$ cat src/rtl/prio_irq_pkg.sv
`timescale 1ns/1ps
package prio_irq_pkg;
    localparam int PRIO_W = 4;
    localparam int VEC_W  = 8;

    // word addresses
    localparam int A_IDENT  = 0;
    localparam int A_CTRL   = 1;
    localparam int A_IDLE   = 2;
    localparam int A_THRESH = 3;
    localparam int A_CLAIM  = 4;
    localparam int A_DONE   = 5;
    localparam int SRC_BASE = 16;

    // configuration word bit positions
    localparam int B_MASK  = 31;
    localparam int B_BUSY  = 30;
    localparam int B_POL   = 23;
    localparam int B_LEVEL = 22;
    localparam int B_PRIO  = 16;
    localparam int B_SRST  = 31;

    typedef struct packed {
        logic              mask;
        logic              pol;
        logic              level;
        logic [PRIO_W-1:0] prio;
        logic [VEC_W-1:0]  vec;
        logic              route;
    } src_cfg_t;

    localparam src_cfg_t CFG_DEFAULT = '{mask: 1'b1, pol: 1'b0, level: 1'b0,
                                         prio: '0, vec: '0, route: 1'b0};
endpackage

$ cat src/rtl/prio_irq_detect.sv
`timescale 1ns/1ps
module prio_irq_detect #(
    parameter int NUM_SRC = 16
) (
    input  logic               clk,
    input  logic               rst_n,
    input  logic [NUM_SRC-1:0] irq_src,
    input  logic [NUM_SRC-1:0] level,
    input  logic [NUM_SRC-1:0] pol,
    input  logic [NUM_SRC-1:0] clr_pend,
    input  logic               flush,
    output logic [NUM_SRC-1:0] pending
);
    typedef struct packed {
        logic [NUM_SRC-1:0] prev;
        logic [NUM_SRC-1:0] epend;
    } det_t;

    det_t det_d, det_q;
    logic [NUM_SRC-1:0] act_now, act_prev, edge_hit;

    for (genvar i = 0; i < NUM_SRC; i++) begin : g_line
        assign act_now[i]  = pol[i] ? irq_src[i]     : ~irq_src[i];
        assign act_prev[i] = pol[i] ? det_q.prev[i]  : ~det_q.prev[i];
        assign edge_hit[i] = act_now[i] & ~act_prev[i] & ~level[i];
        assign pending[i]  = level[i] ? act_now[i] : det_q.epend[i];
    end

    always_comb begin
        det_d.prev  = irq_src;
        det_d.epend = flush ? '0 : ((det_q.epend & ~clr_pend) | edge_hit);
    end

    always_ff @(posedge clk or negedge rst_n) begin
        if (!rst_n) det_q <= '0;
        else        det_q <= det_d;
    end
endmodule

$ cat src/rtl/prio_irq_arb.sv
`timescale 1ns/1ps
module prio_irq_arb #(
    parameter int NUM_SRC = 16,
    parameter int PRIO_W  = 4,
    localparam int IDX_W  = (NUM_SRC > 1) ? $clog2(NUM_SRC) : 1
) (
    input  logic [NUM_SRC-1:0]        cand,
    input  logic [NUM_SRC-1:0]        active,
    input  logic [NUM_SRC*PRIO_W-1:0] prio_flat,
    input  logic [PRIO_W-1:0]         thresh,
    output logic                      win_any,
    output logic [IDX_W-1:0]          win_idx,
    output logic                      act_any,
    output logic [IDX_W-1:0]          act_idx
);
    logic [PRIO_W-1:0] act_best, win_best, floor_p;

    always_comb begin
        act_any  = 1'b0;
        act_idx  = '0;
        act_best = '0;
        for (int i = 0; i < NUM_SRC; i++) begin
            if (active[i] && (!act_any || prio_flat[i*PRIO_W +: PRIO_W] > act_best)) begin
                act_any  = 1'b1;
                act_idx  = IDX_W'(i);
                act_best = prio_flat[i*PRIO_W +: PRIO_W];
            end
        end
        floor_p = (act_any && act_best > thresh) ? act_best : thresh;
        win_any  = 1'b0;
        win_idx  = '0;
        win_best = '0;
        for (int i = 0; i < NUM_SRC; i++) begin
            if (cand[i] && prio_flat[i*PRIO_W +: PRIO_W] > floor_p &&
                (!win_any || prio_flat[i*PRIO_W +: PRIO_W] > win_best)) begin
                win_any  = 1'b1;
                win_idx  = IDX_W'(i);
                win_best = prio_flat[i*PRIO_W +: PRIO_W];
            end
        end
    end
endmodule

$ cat src/rtl/prio_irq_ctrl.sv
`timescale 1ns/1ps
module prio_irq_ctrl import prio_irq_pkg::*; #(
    parameter int NUM_SRC    = 16,
    parameter int RST_CYCLES = 4,
    parameter int VERSION    = 2,
    localparam int ADDR_W    = $clog2(SRC_BASE + 2*NUM_SRC),
    localparam int IDX_W     = (NUM_SRC > 1) ? $clog2(NUM_SRC) : 1,
    localparam int CNT_W     = $clog2(RST_CYCLES + 1)
) (
    input  logic               clk,
    input  logic               rst_n,
    input  logic [NUM_SRC-1:0] irq_src,
    input  logic               bus_wr,
    input  logic               bus_rd,
    input  logic [ADDR_W-1:0]  bus_addr,
    input  logic [31:0]        bus_wdata,
    output logic [31:0]        bus_rdata,
    output logic               irq_out
);
    typedef struct packed {
        src_cfg_t [NUM_SRC-1:0] cfg;
        logic [NUM_SRC-1:0]     active;
        logic [PRIO_W-1:0]      thresh;
        logic [VEC_W-1:0]       idle_vec;
        logic                   busy;
        logic [CNT_W-1:0]       cnt;
        logic                   irq;
    } st_t;

    function automatic st_t st_default();
        st_t s;
        s = '0;
        for (int i = 0; i < NUM_SRC; i++) s.cfg[i] = CFG_DEFAULT;
        s.thresh   = '1;
        s.idle_vec = '1;
        return s;
    endfunction

    st_t st_d, st_q;

    logic [NUM_SRC-1:0]        sel_cfg, sel_route, level_v, pol_v, mask_v, route_v;
    logic [NUM_SRC-1:0]        pending, cand, clr_pend;
    logic [NUM_SRC*PRIO_W-1:0] prio_flat;
    logic                      win_any, act_any, win_ok, rst_req, flush, claim_fire;
    logic [IDX_W-1:0]          win_idx, act_idx;
    logic                      unused_wdata;

    assign unused_wdata = ^bus_wdata;

    for (genvar i = 0; i < NUM_SRC; i++) begin : g_src
        assign sel_cfg[i]   = (bus_addr == ADDR_W'(SRC_BASE + 2*i));
        assign sel_route[i] = (bus_addr == ADDR_W'(SRC_BASE + 2*i + 1));
        assign level_v[i]   = st_q.cfg[i].level;
        assign pol_v[i]     = st_q.cfg[i].pol;
        assign mask_v[i]    = st_q.cfg[i].mask;
        assign route_v[i]   = st_q.cfg[i].route;
        assign prio_flat[i*PRIO_W +: PRIO_W] = st_q.cfg[i].prio;
    end

    assign cand = pending & ~mask_v & route_v & ~st_q.active;

    prio_irq_detect #(.NUM_SRC(NUM_SRC)) i_detect (
        .clk(clk), .rst_n(rst_n), .irq_src(irq_src), .level(level_v), .pol(pol_v),
        .clr_pend(clr_pend), .flush(flush), .pending(pending)
    );

    prio_irq_arb #(.NUM_SRC(NUM_SRC), .PRIO_W(PRIO_W)) i_arb (
        .cand(cand), .active(st_q.active), .prio_flat(prio_flat), .thresh(st_q.thresh),
        .win_any(win_any), .win_idx(win_idx), .act_any(act_any), .act_idx(act_idx)
    );

    assign win_ok     = win_any & ~st_q.busy;
    assign rst_req    = bus_wr && bus_addr == ADDR_W'(A_CTRL) && bus_wdata[B_SRST] && !st_q.busy;
    assign flush      = st_q.busy | rst_req;
    assign claim_fire = bus_rd && bus_addr == ADDR_W'(A_CLAIM) && win_ok;

    always_comb begin
        st_d     = st_q;
        clr_pend = '0;
        st_d.irq = win_ok & ~rst_req;
        if (st_q.busy) begin
            st_d = st_default();
            if (st_q.cnt != CNT_W'(RST_CYCLES - 1)) begin
                st_d.busy = 1'b1;
                st_d.cnt  = st_q.cnt + 1'b1;
            end
        end else if (rst_req) begin
            st_d      = st_default();
            st_d.busy = 1'b1;
        end else begin
            if (bus_wr) begin
                if (bus_addr == ADDR_W'(A_IDLE))   st_d.idle_vec = bus_wdata[VEC_W-1:0];
                if (bus_addr == ADDR_W'(A_THRESH)) st_d.thresh   = bus_wdata[PRIO_W-1:0];
                if (bus_addr == ADDR_W'(A_DONE) && act_any) st_d.active[act_idx] = 1'b0;
                for (int i = 0; i < NUM_SRC; i++) begin
                    if (sel_cfg[i]) begin
                        st_d.cfg[i].mask  = bus_wdata[B_MASK];
                        st_d.cfg[i].pol   = bus_wdata[B_POL];
                        st_d.cfg[i].level = bus_wdata[B_LEVEL];
                        st_d.cfg[i].prio  = bus_wdata[B_PRIO +: PRIO_W];
                        st_d.cfg[i].vec   = bus_wdata[VEC_W-1:0];
                    end
                    if (sel_route[i]) st_d.cfg[i].route = bus_wdata[0];
                end
            end
            if (claim_fire) begin
                st_d.active[win_idx] = 1'b1;
                clr_pend[win_idx]    = 1'b1;
            end
        end
    end

    always_ff @(posedge clk or negedge rst_n) begin
        if (!rst_n) st_q <= st_default();
        else        st_q <= st_d;
    end

    always_comb begin
        bus_rdata = '0;
        case (bus_addr)
            ADDR_W'(A_IDENT): begin
                bus_rdata[2:0]   = VERSION[2:0];
                bus_rdata[26:16] = 11'(NUM_SRC - 1);
            end
            ADDR_W'(A_CTRL):   bus_rdata[B_SRST] = st_q.busy;
            ADDR_W'(A_IDLE):   bus_rdata[VEC_W-1:0] = st_q.idle_vec;
            ADDR_W'(A_THRESH): bus_rdata[PRIO_W-1:0] = st_q.thresh;
            ADDR_W'(A_CLAIM):  bus_rdata[VEC_W-1:0] = win_ok ? st_q.cfg[win_idx].vec : st_q.idle_vec;
            default: begin
                for (int i = 0; i < NUM_SRC; i++) begin
                    if (sel_cfg[i]) begin
                        bus_rdata[B_MASK]             = st_q.cfg[i].mask;
                        bus_rdata[B_BUSY]             = st_q.active[i];
                        bus_rdata[B_POL]              = st_q.cfg[i].pol;
                        bus_rdata[B_LEVEL]            = st_q.cfg[i].level;
                        bus_rdata[B_PRIO +: PRIO_W]   = st_q.cfg[i].prio;
                        bus_rdata[VEC_W-1:0]          = st_q.cfg[i].vec;
                    end
                    if (sel_route[i]) bus_rdata[0] = st_q.cfg[i].route;
                end
            end
        endcase
    end

    assign irq_out = st_q.irq;
endmodule

$ cat config.mk
export PLATFORM = sky130hd
export DESIGN_NAME = prio_irq_ctrl
export DESIGN_NICKNAME = d
export VERILOG_FILES = /design/src/rtl/prio_irq_pkg.sv /design/src/rtl/prio_irq_detect.sv /design/src/rtl/prio_irq_arb.sv /design/src/rtl/prio_irq_ctrl.sv
export SDC_FILE = /design/constraint.sdc
export NUM_CORES = 1
export LEC_CHECK = 0
export BUFFER_PORTS_ARGS = -buffer_cell sky130_fd_sc_hd__buf_2
export CORE_ASPECT_RATIO = 0.9
export CORE_MARGIN = 3
export CORE_UTILIZATION = 45
export CTS_BUF_LIST = sky130_fd_sc_hd__clkbuf_16
export DETAILED_ROUTE_END_ITERATION = 16
export PLACE_DENSITY = 0.6
export SLEW_MARGIN = 10
export SYNTH_ARGS = -nofsm -noshare
export SYNTH_HDL_FRONTEND = slang
export SYNTH_SLANG_ARGS = --single-unit
$ cat constraint.sdc
create_clock -name clk -period 49.8 [get_ports clk]
set_input_delay 2.49 -clock clk [delete_from_list [all_inputs] [get_ports clk]]
set_output_delay 2.49 -clock clk [all_outputs]
set_load 0.005 [all_outputs]
==> key figures <==
Status
  • Status: complete, but fails checks
  • Failing checks: negative setup slack

Setup path
  • Crit path DAT: 47.93 ns
  • Slowest-stage cell, CP: dfrtp_2
  • WP buf/inv: 33
  • CP delay by family, top: compound AO/OA/AOI/OAI gates
  • Crit path max fanout: 6
  • Largest stage delay, worst path: 0.49 ns
  • CP Capture Type: output pin
  • Critical path class: reg -> out
  • CP startpoint kind: flip-flop
  • Worst path required time: 47.31 ns
  • Most frequent CP cell: ha_1

Die
  • Die span in x: 246 um
  • Starting Density: 45.9%
  • Core area: 0.0507 mm^2
  • Rows: 78
  • Die height: 222 um
  • Die ar.: 0.0546 mm^2
  • I/O pin count: 91

Clock tree
  • CTS Hold Bufs: 0
  • Deepest clock path buffer count: 3
  • Root buffer cell: clkbuf_16
  • CTS tree: built
  • Clk_lat worst skew: 0.55 ns
  • CTS Buf Count: 36
  • CTS H-tree lvls: 2
  • Clk sinks: 321
  • CTS clock-pin slew for the worst setup and hold paths: 0.06 ns

STA
  • RSZ-0062 raised after global routing: true
  • Total negative slack: -4.25 ns
  • Final setup fails: 8
  • Hold Fails Final Rpt: 0
  • Slew @ Worst Pin: 1.19 ns
  • Final min period: 50.42 ns
  • Period utilisation layout: 101%
  • Rel. slew slack: 20.6%
  • Max Freq: 19.8 MHz
  • Slew Viols, Final: 0
  • Post-Route Skew: 0.0237 ns
  • PnR worst setup slack: -0.625 ns

Pwr
  • P_leak: 13.2 nW
  • VDD IR max: 0.0305 mV
  • Comb power frac: 53.1%
  • Seq pwr share: 30.8%
  • Net Switching: 0.668 mW
  • Overall power: 1.54 mW
  • Clock power share: 16.1%
  • Internal power consumption: 0.873 mW
  • Power per cell area: 51.5 mW/mm^2
  • Switching Fraction: 43.3%

Logic synthesis
  • Post-synth top area share: 31.5%
  • Cell taking the most area after synthesis: dfrtp_1
  • Post-synth EDFFs: 0
  • Sequential area share after synthesis: 34.6%
  • Cells after Synth: 2780
  • Most common flop cell mapped by yosys: dfrtp_1
  • Unique cell type count in the Yosys netlist: 105
  • Synth warn: 0
  • Synth Cell Area: 0.0233 mm^2
  • Syn avg cell area: 8.38 um^2
  • Ranking of synthesized cells by area: dfrtp_1, ha_1, o21ai_0, nand2_1, nor2_1
  • Fraction of registers with async set/reset: 100%
  • Synth Register Bits: 321

Placed design
  • Placer congestion estimate: 0.983
  • Port bufs: 57
  • Placed Cells: 3722
  • Dpl ws: -3.03 ns
  • Dpl cell area: 0.0267 mm^2
  • DPL Wire Length: 73.9 mm

Drt
  • Pre-Repair DR Iteration Count: 9
  • Total Wirelength: 103 mm
  • Detailed-route DRC error count: 0
  • Final ANT Viol Nets: 0
  • Vias per cell: 6.43
  • WL/cell: 26.4 um
  • DRT iter0 DRCs: 2933
  • Vias: 24900

Finish
  • Commonest cells after routing, fill and taps aside: buf_4, nand2_1, o21ai_0, dfrtp_1, nor2_1
  • Fraction of layout cells with a size suffix above 1: 28.0%
  • Diodes inserted: 0
  • Final Non-Filler Cells: 3881
  • Reg area: 0.00807 mm^2
  • Fin nets: 3406
  • Area used by multi-input combinational logic: 0.0157 mm^2
  • Area Overhead vs Synth: 28.6%
  • Non-Filler Cell Area, Final: 0.0300 mm^2
  • Commonest non-fill, non-tap cell in the layout: buf_4
  • # fillers: 4596

Run
  • Max-cap viol count: 0

GRT
  • Initial antenna violation count: 6
  • Largest net degree at the start of global routing: 127
  • Gr ovfl total: 0
  • Total track usage: 36.5%
  • Vias in the first global route: 24400
  • Global-route wire length before repair: 151 mm

Worst hold path
  • Min-delay worst type: reg -> reg
## metal layers
| layer | share of wire, % | global-route usage [%] |
|---|---|---|
| met2 | 45 | 57.5 |
| met5 | 0.063 | 0 |
| met4 | 6.6 | 20.5 |
| met1 | 39 | 47.4 |
| met3 | 9.3 | 6.75 |
## worst reg2reg max path, delay by kind of cell (launching register included)
kind,cells,cell delay (ns)
muxes,22,6.35
and+or+nand+nor,76,9.14
adders and majority gates,32,8.07
buffers and inverters,32,4.08
DFF,1,0.49
AOI/OAI and AO/OA,120,19.28
## power by group through the flow
stage / clock network, mW / logic [mW] / registers (mW)
6_report: 0.248 / 0.818 / 0.475
4_1_cts: 0.250 / 0.758 / 0.467
2_1_floorplan: 0 / 0.419 / 0.411
3_5_place_dp: 0 / 0.669 / 0.468
3_3_place_gp: 0 / 0.640 / 0.464
5_1_grt: 0.261 / 0.894 / 0.482
## cells by family (layout without fill, tap and decap cells)
group	after synthesis	after routing	synth area share, %
simple gates	928	928	18.4
mux	85	85	4.25
xor+xnor	15	15	0.564
buf+inv	280	686	5.02
fa+ha+maj	174	174	9.34
flops	321	321	34.6
compound gates	976	976	27.8
other cells	1	16	0.0161
## path summary, 6_finish.rpt
path / startpoint / end / slack (ns) / depth (start not counted)
setup / recovery: st_q[17] / bus_rdata[5] / -0.62 / 282
hold / removal: st_q[274] / st_q[274] / 0.48 / 2
setup reg to reg: st_q[17] / i_detect.det_q[3] / 2.26 / 282
hold reg to reg: st_q[274] / st_q[274] / 0.48 / 2
max in group asynchronous: rst_n / st_q[166] / 45.36 / 3
min in group asynchronous: rst_n / prio_flat[61] / 2.03 / 1
## cell usage after synthesis (25+ instances only)
master    number
o211ai_1      28
nor3_1        27
dfstp_2       28
a22oi_1       59
ha_1         174
a221oi_1      31
nand2_1      415
mux2i_1       34
nand4_1       41
mux2_2        39
a22o_1        27
clkbuf_1     125
o31ai_1       26
o21ai_0      366
nand3_1       71
nor2_1       199
o22a_1        25
inv_1        116
o22ai_1       37
nand2b_1      36
nor2b_1       39
a21oi_1      130
dfrtp_1      293
## registers in the layout (all words and copies together), names as in the netlist
register / flops
i_detect.det_q: 32
pol_v: 16
irq_out: 1
level_v: 16
st_q: 160
prio_flat: 64
route_v: 16
mask_v: 16
## per-stage QoR
stage                     hold slack [ns]  util, %
after floorplan                     0.450        -
after global placement              0.471     52.7
after detailed placement            0.473     52.7
after CTS                           0.486     57.9
after global routing                0.527     59.0
final                               0.484     59.0
## final cells by class
class	instances	share of cell area [%]
Clock inverter	27	0.397
Tap cell	680	2.84
Clock buffer	38	3.17
Multi-Input combinational cell	2194	52.3
Sequential cell	321	26.9
Timing Repair Buffer	505	12.9
Inverter	116	1.45
## what timing repair did
item	in CTS	in global routing
resized for setup	221	76
cloned	2	0
setup buffers	69	24
pin swaps	134	82
endpoints found under the setup margin	37	38
Power figures use the tool's default switching activity.
